File: src/rtl/trig_slave_pkg.sv
package trig_slave_pkg;

    typedef enum logic [2:0] {
        SM_FREE   = 3'd0,
        SM_QUAD   = 3'd3,
        SM_GATE   = 3'd5,
        SM_TRIG   = 3'd6,
        SM_EXTCLK = 3'd7
    } slave_mode_e;

    typedef enum logic [1:0] {
        ST_HALT  = 2'd0,
        ST_ARMED = 2'd1,
        ST_RUN   = 2'd2
    } run_state_e;

endpackage

File: src/rtl/stc_sync.sv
module stc_sync #(
    parameter int W      = 4,
    parameter int STAGES = 2
) (
    input  logic         clk,
    input  logic         rst_n,
    input  logic [W-1:0] d,
    output logic [W-1:0] q
);
    for (genvar g = 0; g < W; g++) begin : g_bit
        logic [STAGES-1:0] chain_q;
        always_ff @(posedge clk) begin
            if (!rst_n) begin
                chain_q <= '0;
            end else begin
                chain_q <= {chain_q[STAGES-2:0], d[g]};
            end
        end
        assign q[g] = chain_q[STAGES-1];
    end
endmodule

File: src/rtl/stc_trig_pick.sv
module stc_trig_pick #(
    parameter int NUM   = 4,
    parameter int SEL_W = 2
) (
    input  logic             clk,
    input  logic             rst_n,
    input  logic [NUM-1:0]   trig_s,
    input  logic [SEL_W-1:0] sel,
    output logic             level,
    output logic             rise
);
    logic prev_q;

    assign level = trig_s[sel];
    assign rise  = level & ~prev_q;

    always_ff @(posedge clk) begin
        if (!rst_n) begin
            prev_q <= 1'b0;
        end else begin
            prev_q <= level;
        end
    end


    rise_once_chk: assert property (@(posedge clk) disable iff (!rst_n)
        (rise && $stable(sel)) |=> !rise);
endmodule

File: src/rtl/stc_quad.sv
module stc_quad (
    input  logic clk,
    input  logic rst_n,
    input  logic a_s,
    input  logic b_s,
    output logic step,
    output logic up
);
    logic ap_q, bp_q;
    logic a_chg, b_chg;

    assign a_chg = a_s ^ ap_q;
    assign b_chg = b_s ^ bp_q;
    assign step  = a_chg ^ b_chg;
    assign up    = a_s ^ bp_q;

    always_ff @(posedge clk) begin
        if (!rst_n) begin
            ap_q <= 1'b0;
            bp_q <= 1'b0;
        end else begin
            ap_q <= a_s;
            bp_q <= b_s;
        end
    end


    no_double_step_chk: assert property (@(posedge clk) disable iff (!rst_n)
        (a_chg && b_chg) |-> !step);
endmodule

File: src/rtl/stc_run_fsm.sv
module stc_run_fsm
    import trig_slave_pkg::*;
(
    input  logic       clk,
    input  logic       rst_n,
    input  logic [2:0] mode,
    input  logic       sw_set,
    input  logic       sw_clr,
    input  logic       trig_rise,
    output logic       run
);
    run_state_e state_q, state_d;
    logic       trig_mode;

    assign trig_mode = (mode == SM_TRIG);

    always_ff @(posedge clk) begin
        if (!rst_n) begin
            state_q <= ST_HALT;
        end else begin
            state_q <= state_d;
        end
    end

    always_comb begin
        state_d = state_q;
        unique case (state_q)
            ST_HALT: begin
                if (sw_clr)          state_d = ST_HALT;
                else if (sw_set)     state_d = ST_RUN;
                else if (trig_mode)  state_d = ST_ARMED;
            end
            ST_ARMED: begin
                if (sw_clr)                   state_d = trig_mode ? ST_ARMED : ST_HALT;
                else if (sw_set)              state_d = ST_RUN;
                else if (!trig_mode)          state_d = ST_HALT;
                else if (trig_rise)           state_d = ST_RUN;
            end
            ST_RUN: begin
                if (sw_clr)          state_d = trig_mode ? ST_ARMED : ST_HALT;
            end
            default:                 state_d = ST_HALT;
        endcase
    end

    always_comb begin
        run = (state_q == ST_RUN);
    end


    sw_clear_chk: assert property (@(posedge clk) disable iff (!rst_n)
        sw_clr |=> !run);


    sw_set_chk: assert property (@(posedge clk) disable iff (!rst_n)
        (sw_set && !sw_clr) |=> run);


    edge_start_chk: assert property (@(posedge clk) disable iff (!rst_n)
        (state_q == ST_ARMED && trig_mode && trig_rise && !sw_clr) |=> run);
endmodule

File: src/rtl/stc_counter.sv
module stc_counter #(
    parameter int W = 16
) (
    input  logic         clk,
    input  logic         rst_n,
    input  logic         inc,
    input  logic         dec,
    input  logic         load,
    input  logic [W-1:0] load_val,
    input  logic [W-1:0] top,
    output logic [W-1:0] cnt
);
    logic [W-1:0] cnt_q, cnt_d;

    always_comb begin
        cnt_d = cnt_q;
        if (load) begin
            cnt_d = load_val;
        end else if (inc) begin
            cnt_d = (cnt_q >= top) ? '0 : cnt_q + 1'b1;
        end else if (dec) begin
            cnt_d = (cnt_q == '0) ? top : cnt_q - 1'b1;
        end
    end

    always_ff @(posedge clk) begin
        if (!rst_n) begin
            cnt_q <= '0;
        end else begin
            cnt_q <= cnt_d;
        end
    end

    assign cnt = cnt_q;


    wrap_up_chk: assert property (@(posedge clk) disable iff (!rst_n)
        (inc && !load && cnt_q == top) |=> cnt_q == '0);


    wrap_down_chk: assert property (@(posedge clk) disable iff (!rst_n)
        (dec && !inc && !load && cnt_q == '0) |=> cnt_q == $past(top));


    load_wins_chk: assert property (@(posedge clk) disable iff (!rst_n)
        load |=> cnt_q == $past(load_val));


    idle_hold_chk: assert property (@(posedge clk) disable iff (!rst_n)
        (!inc && !dec && !load) |=> $stable(cnt_q));
endmodule

File: src/rtl/trig_slave_ctrl.sv
module trig_slave_ctrl
    import trig_slave_pkg::*;
#(
    parameter int NUM_TRIG    = 4,
    parameter int CNT_W       = 16,
    parameter int SYNC_STAGES = 2,
    localparam int SEL_W      = $clog2(NUM_TRIG)
) (
    input  logic                clk,
    input  logic                rst_n,
    input  logic [NUM_TRIG-1:0] trig_in,
    input  logic [SEL_W-1:0]    trig_sel,
    input  logic [2:0]          slave_mode,
    input  logic                run_set,
    input  logic                run_clr,
    input  logic                enc_a,
    input  logic                enc_b,
    input  logic                cnt_load,
    input  logic [CNT_W-1:0]    cnt_load_val,
    input  logic [CNT_W-1:0]    cnt_top,
    output logic [CNT_W-1:0]    count,
    output logic                run,
    output logic                cnt_qual,
    output logic                cnt_up,
    output logic                cnt_down
);
    logic [NUM_TRIG-1:0] trig_s;
    logic [1:0]          enc_s;
    logic                trig_lvl, trig_rise;
    logic                q_step, q_up;

    stc_sync #(.W(NUM_TRIG), .STAGES(SYNC_STAGES)) u_trig_sync (
        .clk(clk), .rst_n(rst_n), .d(trig_in), .q(trig_s)
    );

    stc_sync #(.W(2), .STAGES(SYNC_STAGES)) u_enc_sync (
        .clk(clk), .rst_n(rst_n), .d({enc_b, enc_a}), .q(enc_s)
    );

    stc_trig_pick #(.NUM(NUM_TRIG), .SEL_W(SEL_W)) u_pick (
        .clk(clk), .rst_n(rst_n), .trig_s(trig_s), .sel(trig_sel),
        .level(trig_lvl), .rise(trig_rise)
    );

    stc_quad u_quad (
        .clk(clk), .rst_n(rst_n), .a_s(enc_s[0]), .b_s(enc_s[1]),
        .step(q_step), .up(q_up)
    );

    stc_run_fsm u_fsm (
        .clk(clk), .rst_n(rst_n), .mode(slave_mode), .sw_set(run_set),
        .sw_clr(run_clr), .trig_rise(trig_rise), .run(run)
    );

    always_comb begin
        cnt_qual = run;
        cnt_up   = 1'b0;
        cnt_down = 1'b0;
        case (slave_mode)
            SM_QUAD: begin
                cnt_up   = run & q_step & q_up;
                cnt_down = run & q_step & ~q_up;
            end
            SM_GATE: begin
                cnt_qual = run & trig_lvl;
                cnt_up   = run & trig_lvl;
            end
            SM_EXTCLK: begin
                cnt_up   = run & trig_rise;
            end
            default: begin
                cnt_up   = run;
            end
        endcase
    end

    stc_counter #(.W(CNT_W)) u_cnt (
        .clk(clk), .rst_n(rst_n), .inc(cnt_up), .dec(cnt_down),
        .load(cnt_load), .load_val(cnt_load_val), .top(cnt_top), .cnt(count)
    );


    stopped_no_count_chk: assert property (@(posedge clk) disable iff (!rst_n)
        !run |-> !(cnt_up || cnt_down));


    gate_low_chk: assert property (@(posedge clk) disable iff (!rst_n)
        (slave_mode == SM_GATE && !trig_lvl) |-> !cnt_up);


    one_dir_chk: assert property (@(posedge clk) disable iff (!rst_n)
        !(cnt_up && cnt_down));
endmodule

File: config.mk
export PLATFORM = sky130hd
export DESIGN_NAME = trig_slave_ctrl
export DESIGN_NICKNAME = d
export VERILOG_FILES = /design/src/rtl/trig_slave_pkg.sv /design/src/rtl/stc_sync.sv /design/src/rtl/stc_trig_pick.sv /design/src/rtl/stc_quad.sv /design/src/rtl/stc_run_fsm.sv /design/src/rtl/stc_counter.sv /design/src/rtl/trig_slave_ctrl.sv
export SDC_FILE = /design/constraint.sdc
export NUM_CORES = 1
export LEC_CHECK = 0
export ABC_CLOCK_PERIOD_IN_PS = 3300
export BUFFER_PORTS_ARGS = -buffer_cell sky130_fd_sc_hd__clkbuf_2
export CORE_AREA = 8 8 87 89
export DETAILED_ROUTE_END_ITERATION = 8
export DIE_AREA = 0 0 95 97
export PLACE_DENSITY_LB_ADDON = 0.3
export SKIP_CTS_REPAIR_TIMING = 1
export SYNTH_ARGS = -nofsm -noshare
export SYNTH_HDL_FRONTEND = slang
export SYNTH_SLANG_ARGS = --single-unit
File: constraint.sdc
create_clock -name clk -period 3.3 [get_ports clk]
set_clock_uncertainty 0.05 [all_clocks]
set_input_delay 0.165 -clock clk [delete_from_list [all_inputs] [get_ports clk]]
set_output_delay 0.165 -clock clk [all_outputs]
set_load 0.05 [all_outputs]
==> out/summary.txt <==
first-pass GRT wire length: 13,670 um
most frequent cells in the layout: clkbuf_2 (67), dfxtp_1 (33), inv_1 (25)
number of antenna diodes: 0
hold path depth: 2
sequential fraction of the synthesis area: 24.14%
GPL Wtd Cong: 0.9249
Req. time, crit path: 3.42 ns
# rows: 29
GRT busiest layer: met2
vias in the first global route: 2,812
max frequency: 379.8 MHz
H-tree lvl count: 2
Setup crit start kind: register
total power: 1.272 mW
Crit Path Max Fanout: 15
most common cell after layout, fill and taps aside: clkbuf_2
Via-to-Cell Ratio: 5.890
Area Growth Syn to Fin: 16.69%
outcome: completed
CTS clock-pin slew for the worst setup and hold paths: 0.08 ns
initial antenna violation count: 0
min Tclk post-route: 2.633 ns
largest net degree at the start of global routing: 32
number of DRC markers in iteration 0: 201
GR Util met1: 23.38%
RSZ-0062 raised after global routing: false
mean area per synthesized cell: 7.841 um2
Die Width: 95 um
HP Start: trig_in[3]
hold endpoint: u_trig_sync.g_bit[3].chain_q[0]$_SDFF_PN0_
Cell Area, Placed: 3078 um2
total number of vias: 2,827
EDFF count, synth: 0
post-route cell area: 3193 um2
CP arrival: 2.76 ns
yosys warns: 0
met3 usage: 3.864%
HP Class: primary input to register
HPWL Detailed: 6159 um
period utilization: 79.79%
CP Capture Type: register
CTS tree: done
Seq cells post-synth: 33
# DRC: 0
io pins: 68
share of cells above drive strength 1: 23.82%
final net count: 469
Worst VDD drop: 0.0002399 V
Final setup viols: 0
Layout fillers: 633
Max Slew Vio Count: 0
post-route ant nets: 0
Final Util: 51.46%
Core Region: 6205 um2
Slew @ Worst Pin: 0.7056 ns
r2r setup slk: 0.67 ns
Die ar.: 9215 um2
clock sinks: 33
setup TNS: 0 ns
placed cell count: 472
Syn Nets: 416
final hold violation count: 0
Synth Flop Type: dfxtp_1
GRT Residual Overflow: 0
GRT Total Usage: 18.28%
Reg-to-Reg End: u_cnt.cnt[13]$_SDFFE_PN0P_
drt first pass iters: 5
Num CTS Buffers: 5
Yosys cell types: 64
PwrDens: 398.2 nW/um2
Leakage: 1.401 nW
crit path kind: register to register
met2 GRT Util: 29.82%
r2r worst-path depth: 8
FFs w/ async S/R, synth: 0%
Initial Utilization: 44.10%
Mapped Cells: 349
fin cells: 480
Mapped Area: 2736 um2
total routed wirelength: 8261 um
reg2reg start: u_cnt.cnt[2]$_SDFFE_PN0P_
# port buffers: 67
Rel. slew slack: 51.74%
number of max-cap violations: 0
die span in y: 97 um
worst skew pair latency: 0.29 ns
root buf cell: clkbuf_8
routed len/inst: 17.21 um
worst-case clock buffer depth: 2
==> sequential cells by signal (all words and copies together), names as in the netlist <==
name                       count
u_trig_sync.g_bit.chain_q      8
u_enc_sync.g_bit.chain_q       4
u_fsm.state_q                  2
u_quad.bp_q                    1
u_quad.ap_q                    1
u_cnt.cnt                     16
u_pick.prev_q                  1
==> power by group <==
group | switching (mW) | leakage, nW | internal, mW
Combinational | 0.244 | 1.07 | 0.154
Clock | 0.173 | 0.0543 | 0.226
Sequential | 0.0512 | 0.273 | 0.423
==> through the flow <==
stage / hold WS [ns] / setup slack, ns
2_1_floorplan: 0.2065 / 0.5406
3_3_place_gp: 0.3203 / 0.7861
3_5_place_dp: 0.3277 / 0.7631
4_1_cts: 0.02147 / 0.7316
5_1_grt: 0.01911 / 0.4795
6_report: 0.02777 / 0.6670
==> metal layers <==
| layer | part of all wire (%) | wire length, um | vias to the layer above |
|---|---|---|---|
| met5 | 0 | 0 | - |
| met4 | 0.85 | 70 | 0 |
| met3 | 7.4 | 615 | 11 |
| met2 | 47 | 3854 | 109 |
| met1 | 45 | 3720 | 1311 |
| li1 | - | - | 1396 |
==> kinds of logic (layout without fill, tap and decap cells) <==
| group | after synthesis | in the layout | synth area share [%] |
|---|---|---|---|
| compound gates | 96 | 96 | 24.51 |
| xor+xnor | 22 | 22 | 7.041 |
| fa+ha+maj | 19 | 19 | 8.688 |
| buf+inv | 52 | 106 | 8.185 |
| flops | 33 | 33 | 24.14 |
| mux | 4 | 4 | 1.920 |
| simple gates | 123 | 123 | 25.51 |
==> Yosys cell counts, types with 4 or more instances <==
cell / count / area [um2]
a2111oi_0: 5 / 43.79
a211oi_1: 4 / 30.03
a21oi_1: 22 / 110.1
a31oi_1: 8 / 50.05
and2_1: 15 / 93.84
and4_1: 4 / 35.03
buf_2: 6 / 30.03
clkbuf_1: 17 / 63.81
dfxtp_1: 33 / 660.6
ha_1: 19 / 237.7
inv_1: 25 / 93.84
nand2_1: 19 / 71.32
nand3_1: 12 / 60.06
nand4_1: 9 / 56.30
nor2_1: 18 / 67.56
nor3_1: 20 / 100.1
o21ai_0: 20 / 100.1
xnor2_1: 16 / 140.1
xor2_1: 6 / 52.55
==> worst max-delay path by stage <==
stage / startpoint / end / slack, ns / cells after the start
2_1_floorplan: u_cnt.cnt[0]$_SDFFE_PN0P_ / u_cnt.cnt[11]$_SDFFE_PN0P_ / 0.54 / 8
3_3_place_gp: u_cnt.cnt[2]$_SDFFE_PN0P_ / u_cnt.cnt[13]$_SDFFE_PN0P_ / 0.79 / 8
3_5_place_dp: u_cnt.cnt[0]$_SDFFE_PN0P_ / u_cnt.cnt[13]$_SDFFE_PN0P_ / 0.76 / 8
4_1_cts: u_cnt.cnt[7]$_SDFFE_PN0P_ / u_cnt.cnt[6]$_SDFFE_PN0P_ / 0.73 / 8
5_1_grt: u_cnt.cnt[0]$_SDFFE_PN0P_ / u_cnt.cnt[13]$_SDFFE_PN0P_ / 0.48 / 8
6_report: u_cnt.cnt[2]$_SDFFE_PN0P_ / u_cnt.cnt[13]$_SDFFE_PN0P_ / 0.67 / 8
==> worst max-delay path, cell delays in order (launching register included) <==
cell and delay (ns):
dfxtp_1 0.64, ha_1 0.23, a21o_1 0.12, a21oi_1 0.06
a2111oi_0 0.66, nor4_2 0.10, buf_4 0.19, a2111oi_0 0.37
nor3_1 0.11
==> final cells by class <==
class | instances | area (um2) | share of cell area, %
inverters | 27 | 103.9 | 3.252
well taps | 77 | 96.34 | 3.017
clock buffers | 5 | 68.82 | 2.155
clock inverters | 3 | 46.29 | 1.450
repair buffers | 71 | 365.4 | 11.44
flip-flops and latches | 33 | 660.6 | 20.69
multi-input cells | 264 | 1852 | 57.99
Note: power is estimated with default switching activity, not from simulation.
